### src/rtl/serch_status.sv
module serch_status #(
  parameter bit HAS_ERR = 1'b1
) (
  input  logic        clk,
  input  logic        rst_n,
  input  logic [1:0]  mode_i,
  input  logic        i2c_tx_i,
  input  logic        csi_slave_i,
  input  logic        rx_done_i,
  input  logic        stop_ok_i,
  input  logic        parity_ok_i,
  input  logic        ack_slot_i,
  input  logic        ack_seen_i,
  input  logic        cpu_wr_i,
  input  logic        cpu_rd_i,
  input  logic        shift_load_i,
  input  logic        slave_start_i,
  input  logic        busy_i,
  input  logic        clr_wr_i,
  input  logic [2:0]  clr_data_i,
  output logic [15:0] status_o
);
  localparam logic [1:0] M_UART = 2'd0;
  localparam logic [1:0] M_CSI  = 2'd1;
  localparam logic [1:0] M_I2C  = 2'd2;

  logic tsf, bff, unread;
  logic fef, pef, ovf;

  wire fe_set = rx_done_i && mode_i == M_UART && !stop_ok_i;
  wire pe_set = (rx_done_i && mode_i == M_UART && !parity_ok_i) ||
                (ack_slot_i && mode_i == M_I2C && i2c_tx_i && !ack_seen_i);
  wire ov_set = ((rx_done_i || cpu_wr_i) && unread) ||
                (slave_start_i && mode_i == M_CSI && csi_slave_i && !bff);
  wire [2:0] clr = clr_wr_i ? clr_data_i : 3'b000;

  always_ff @(posedge clk) begin
    if (!rst_n) begin
      tsf    <= 1'b0;
      bff    <= 1'b0;
      unread <= 1'b0;
    end else begin
      tsf    <= busy_i;
      bff    <= cpu_wr_i || rx_done_i || (bff && !shift_load_i && !cpu_rd_i);
      unread <= rx_done_i || (unread && !cpu_rd_i && !cpu_wr_i);
    end
  end

  generate
    if (HAS_ERR) begin : g_err
      always_ff @(posedge clk) begin
        if (!rst_n) begin
          fef <= 1'b0;
          pef <= 1'b0;
          ovf <= 1'b0;
        end else begin
          fef <= fe_set || (fef && !clr[2]);
          pef <= pe_set || (pef && !clr[1]);
          ovf <= ov_set || (ovf && !clr[0]);
        end
      end

      p_frame_set_r2: assert property (@(posedge clk) disable iff (!rst_n)
        (rx_done_i && mode_i == M_UART && !stop_ok_i) |=> status_o[2]);
      p_frame_mode_r2: assert property (@(posedge clk) disable iff (!rst_n)
        (!status_o[2] && mode_i != M_UART) |=> !status_o[2]);
      p_ack_r4: assert property (@(posedge clk) disable iff (!rst_n)
        (ack_slot_i && mode_i == M_I2C && i2c_tx_i && !ack_seen_i) |=> status_o[1]);
      p_underrun_r6: assert property (@(posedge clk) disable iff (!rst_n)
        (slave_start_i && mode_i == M_CSI && csi_slave_i && !status_o[5]) |=> status_o[0]);
      p_sticky_r7: assert property (@(posedge clk) disable iff (!rst_n)
        (status_o[2] && !(clr_wr_i && clr_data_i[2])) |=> status_o[2]);
      p_set_wins_r8: assert property (@(posedge clk) disable iff (!rst_n)
        (rx_done_i && mode_i == M_UART && !parity_ok_i && clr_wr_i && clr_data_i[1]) |=> status_o[1]);
    end else begin : g_noerr
      assign fef = 1'b0;
      assign pef = 1'b0;
      assign ovf = 1'b0;

      p_noerr_r11: assert property (@(posedge clk) disable iff (!rst_n)
        status_o[2:0] == 3'b000);
    end
  endgenerate

  assign status_o = {9'b0, tsf, bff, 2'b00, fef, pef, ovf};

  p_reserved_r1: assert property (@(posedge clk) disable iff (!rst_n)
    status_o[15:7] == 9'b0 && status_o[4:3] == 2'b00);
  p_bff_set_r9: assert property (@(posedge clk) disable iff (!rst_n)
    (cpu_wr_i || rx_done_i) |=> status_o[5]);
  p_busy_r10: assert property (@(posedge clk) disable iff (!rst_n)
    1'b1 |=> status_o[6] == $past(busy_i));
endmodule

### config.mk
export PLATFORM = sky130hd
export DESIGN_NAME = serch_status
export DESIGN_NICKNAME = d
export VERILOG_FILES = /design/src/rtl/serch_status.sv
export SDC_FILE = /design/constraint.sdc
export NUM_CORES = 1
export LEC_CHECK = 0
export BUFFER_PORTS_ARGS = -buffer_cell sky130_fd_sc_hd__buf_2
export CORE_AREA = 8 8 45 47
export CTS_BUF_LIST = sky130_fd_sc_hd__clkbuf_8
export DETAILED_ROUTE_END_ITERATION = 8
export DIE_AREA = 0 0 53 55
export PLACE_DENSITY_LB_ADDON = 0.3
export SLEW_MARGIN = 20
export SYNTH_ARGS = -nofsm -noshare
export SYNTH_HDL_FRONTEND = slang
export SYNTH_SLANG_ARGS = --single-unit
export TNS_END_PERCENT = 1
### constraint.sdc
create_clock -name clk -period 1.7 [get_ports clk]
set_clock_uncertainty 0.05 [all_clocks]
set_input_delay 0 -clock clk [delete_from_list [all_inputs] [get_ports clk]]
set_output_delay 0 -clock clk [all_outputs]
set_load 0.01 [all_outputs]
==> results.md <==
* Outcome: finished, final reports clean
* CP Launch Point: cpu_wr_i
* Remaining Overflow, GRT at 0
* Cell area after synthesis at 378 um^2
* Fillcell total at 158
* Top cells by area, synth: dfxtp_1 (32%), buf_4 (32%), nand2_1 (7.9%)
* Highest routed layer: met3
* Worst hold start: clr_data_i[2]
* Synth warn at 0
* Req. time, crit path at 1.76 ns
* Top-level port count at 36
* Routed WL at 1000 um
* WL met3 at 108 um
* Initial Util at 27.3%
* Element type at the critical path end: register
* Post-CTS Resized at 0
* Critical setup path kind: in -> reg
* FP Rows at 14
* Vias/cell at 3.79
* Die width at 53 um
* GP Congestion at 0.628
* Synth Area per Inst at 7.87 um^2
* Routed len/inst at 11.1 um
* Main synth FF type: dfxtp_1
* CTS sink count at 6
* Period Utilization, post-route at 83.4%
* Fin. max-slew vios at 0
* H-Tree Level Count at 1
* Yosys cell types at 17
* Vias at 341
* Largest net degree at the start of global routing at 6
* Global-route wire length before repair at 1480 um
* Type of origin of the critical path: input pin
* # port buffers at 24
* Fraction of registers with async set/reset at 0%
* Wire length on met2 at 575 um
* CTS tree: built
* Die Y at 55 um
* Fin. Hold Viols at 0
* Final Net Count at 96
* Yosys reg bits at 6
* Area after DPL at 435 um^2
* Mapped Cells at 48
* Tmin final at 1.42 ns
* Cells on worst reg2reg path at 4
* Core Box Area at 1380 um^2
* DRC Markers at 0
* Initial DRC Count at 3
* Hold Path Sink: fef
* Pwr Density at 837 nW/um^2
* Clock Path Buffers at 2
* Worst hold slack at 0.00360 ns
* Worst-path maximum fanout at 3
* EDFF count, synth at 0
* Register area share after synthesis at 31.8%
* Max-cap violations at 0
* Num CTS Buffers at 3
* Worst Path Arrival at 1.48 ns
* Number of global-route vias before repair at 356
* Post-DP HPWL at 835 um
* Share of the synthesized area in the top cell type at 31.8%
* P&R area growth vs syn at 39.4%
* Post-CTS Setup Bufs at 0
* Area leader, netlist: dfxtp_1
* Max rail drop VDD at 0.000314 V
* HP Class: in -> reg
* Clock-pin transition on the worst setup and hold timing paths at 0.04 ns
* Root Buffer: clkbuf_8
* Worst r2r src: bff
* Metal-1 WL at 316 um
* GR Util All Layers at 7.26%
* Pre-antenna DRT Iters at 4
* Worst flop-to-flop path endpoint: bff
* Design Area, Final at 527 um^2
* Commonest non-fill, non-tap cell in the layout: buf_2
* Initial antenna violation count at 0
* Full die area at 2920 um^2
* Final count of negative-setup-slack endpoints at 0
* Ant diodes at 0
* Most frequent cells in the layout: buf_2 (24), conb_1 (11), nand2_1 (8)
* Hold Crit Depth at 4
* # hold bufs at CTS at 5
* Max Clk Rate at 0.706 GHz
* RSZ-0062 raised after global routing: false
* Worst-Skew Late Latency at 0.22 ns
* R2R setup slack at 0.35 ns
* Share of cells above drive strength 1 at 39.2%
* Leakage at 0.275 nW
* Overall power at 0.000441 W
* ANT nets after route at 0
* Setup TNS at 0 ns
area by class of cell:
class	instances	area, um^2	share of cell area, %
repair buffers	29	170	32.3
clock buffers	3	41.3	7.84
inverters	1	3.75	0.713
well taps	16	20.0	3.80
multi-input cells	35	171	32.5
flip-flops and latches	6	120	22.8
synthesized netlist by cell type, drive strengths merged, types with 2 or more instances:
master   n
buf     16
nand2    8
dfxtp    6
nor2     3
a21oi    2
a31oi    2
or3      2
worst max path at each step:
| stage | end |
|---|---|
| 5_1_grt | bff |
| 3_3_place_gp | fef |
| 6_report | bff |
| 4_1_cts | bff |
| 2_1_floorplan | ovf |
| 3_5_place_dp | pef |
layer usage:
metal  vias to the layer above  global-route usage (%)
met4                         0                    6.47
met1                       144                    6.22
met2                        15                    12.1
met5                         -                       0
met3                         0                    4.01
li1                        182                       -
worst max-delay path: stages:
cell           delay (ns)
dlygate4sd3_1        0.55
buf_2                0.14
nor3_1               0.16
dlygate4sd3_1        0.59
nor2_1               0.04
power breakdown:
group          leakage [nW]  switching, W  internal [W]
Clock                0.0216     0.0000640      0.000152
Sequential           0.0496    0.00000310      0.000149
Combinational         0.203     0.0000355     0.0000362
Total                 0.275      0.000103      0.000338
cell families (layout without fill, tap and decap cells):
logic type / count (synthesis) / after routing / share of synthesized area, %
buffers and inverters: 17 / 33 / 32.8
other: 1 / 11 / 0.992
AO/OA/AOI/OAI: 5 / 5 / 7.28
flip-flops: 6 / 6 / 31.8
AND/OR/NAND/NOR: 19 / 19 / 27.2
registers in the layout, indices dropped and copies added (netlist names):
register	cells
bff	1
fef	1
tsf	1
ovf	1
unread	1
pef	1
stage by stage:
stage          util, %  worst slack, ns  instances
2_1_floorplan        -            0.843         58
3_3_place_gp      31.5            0.805         82
3_5_place_dp      31.5            0.786         82
4_1_cts           38.1            0.355         90
5_1_grt           38.1            0.227         90
6_report          38.1            0.283         90
Power figures use the tool's default switching activity.
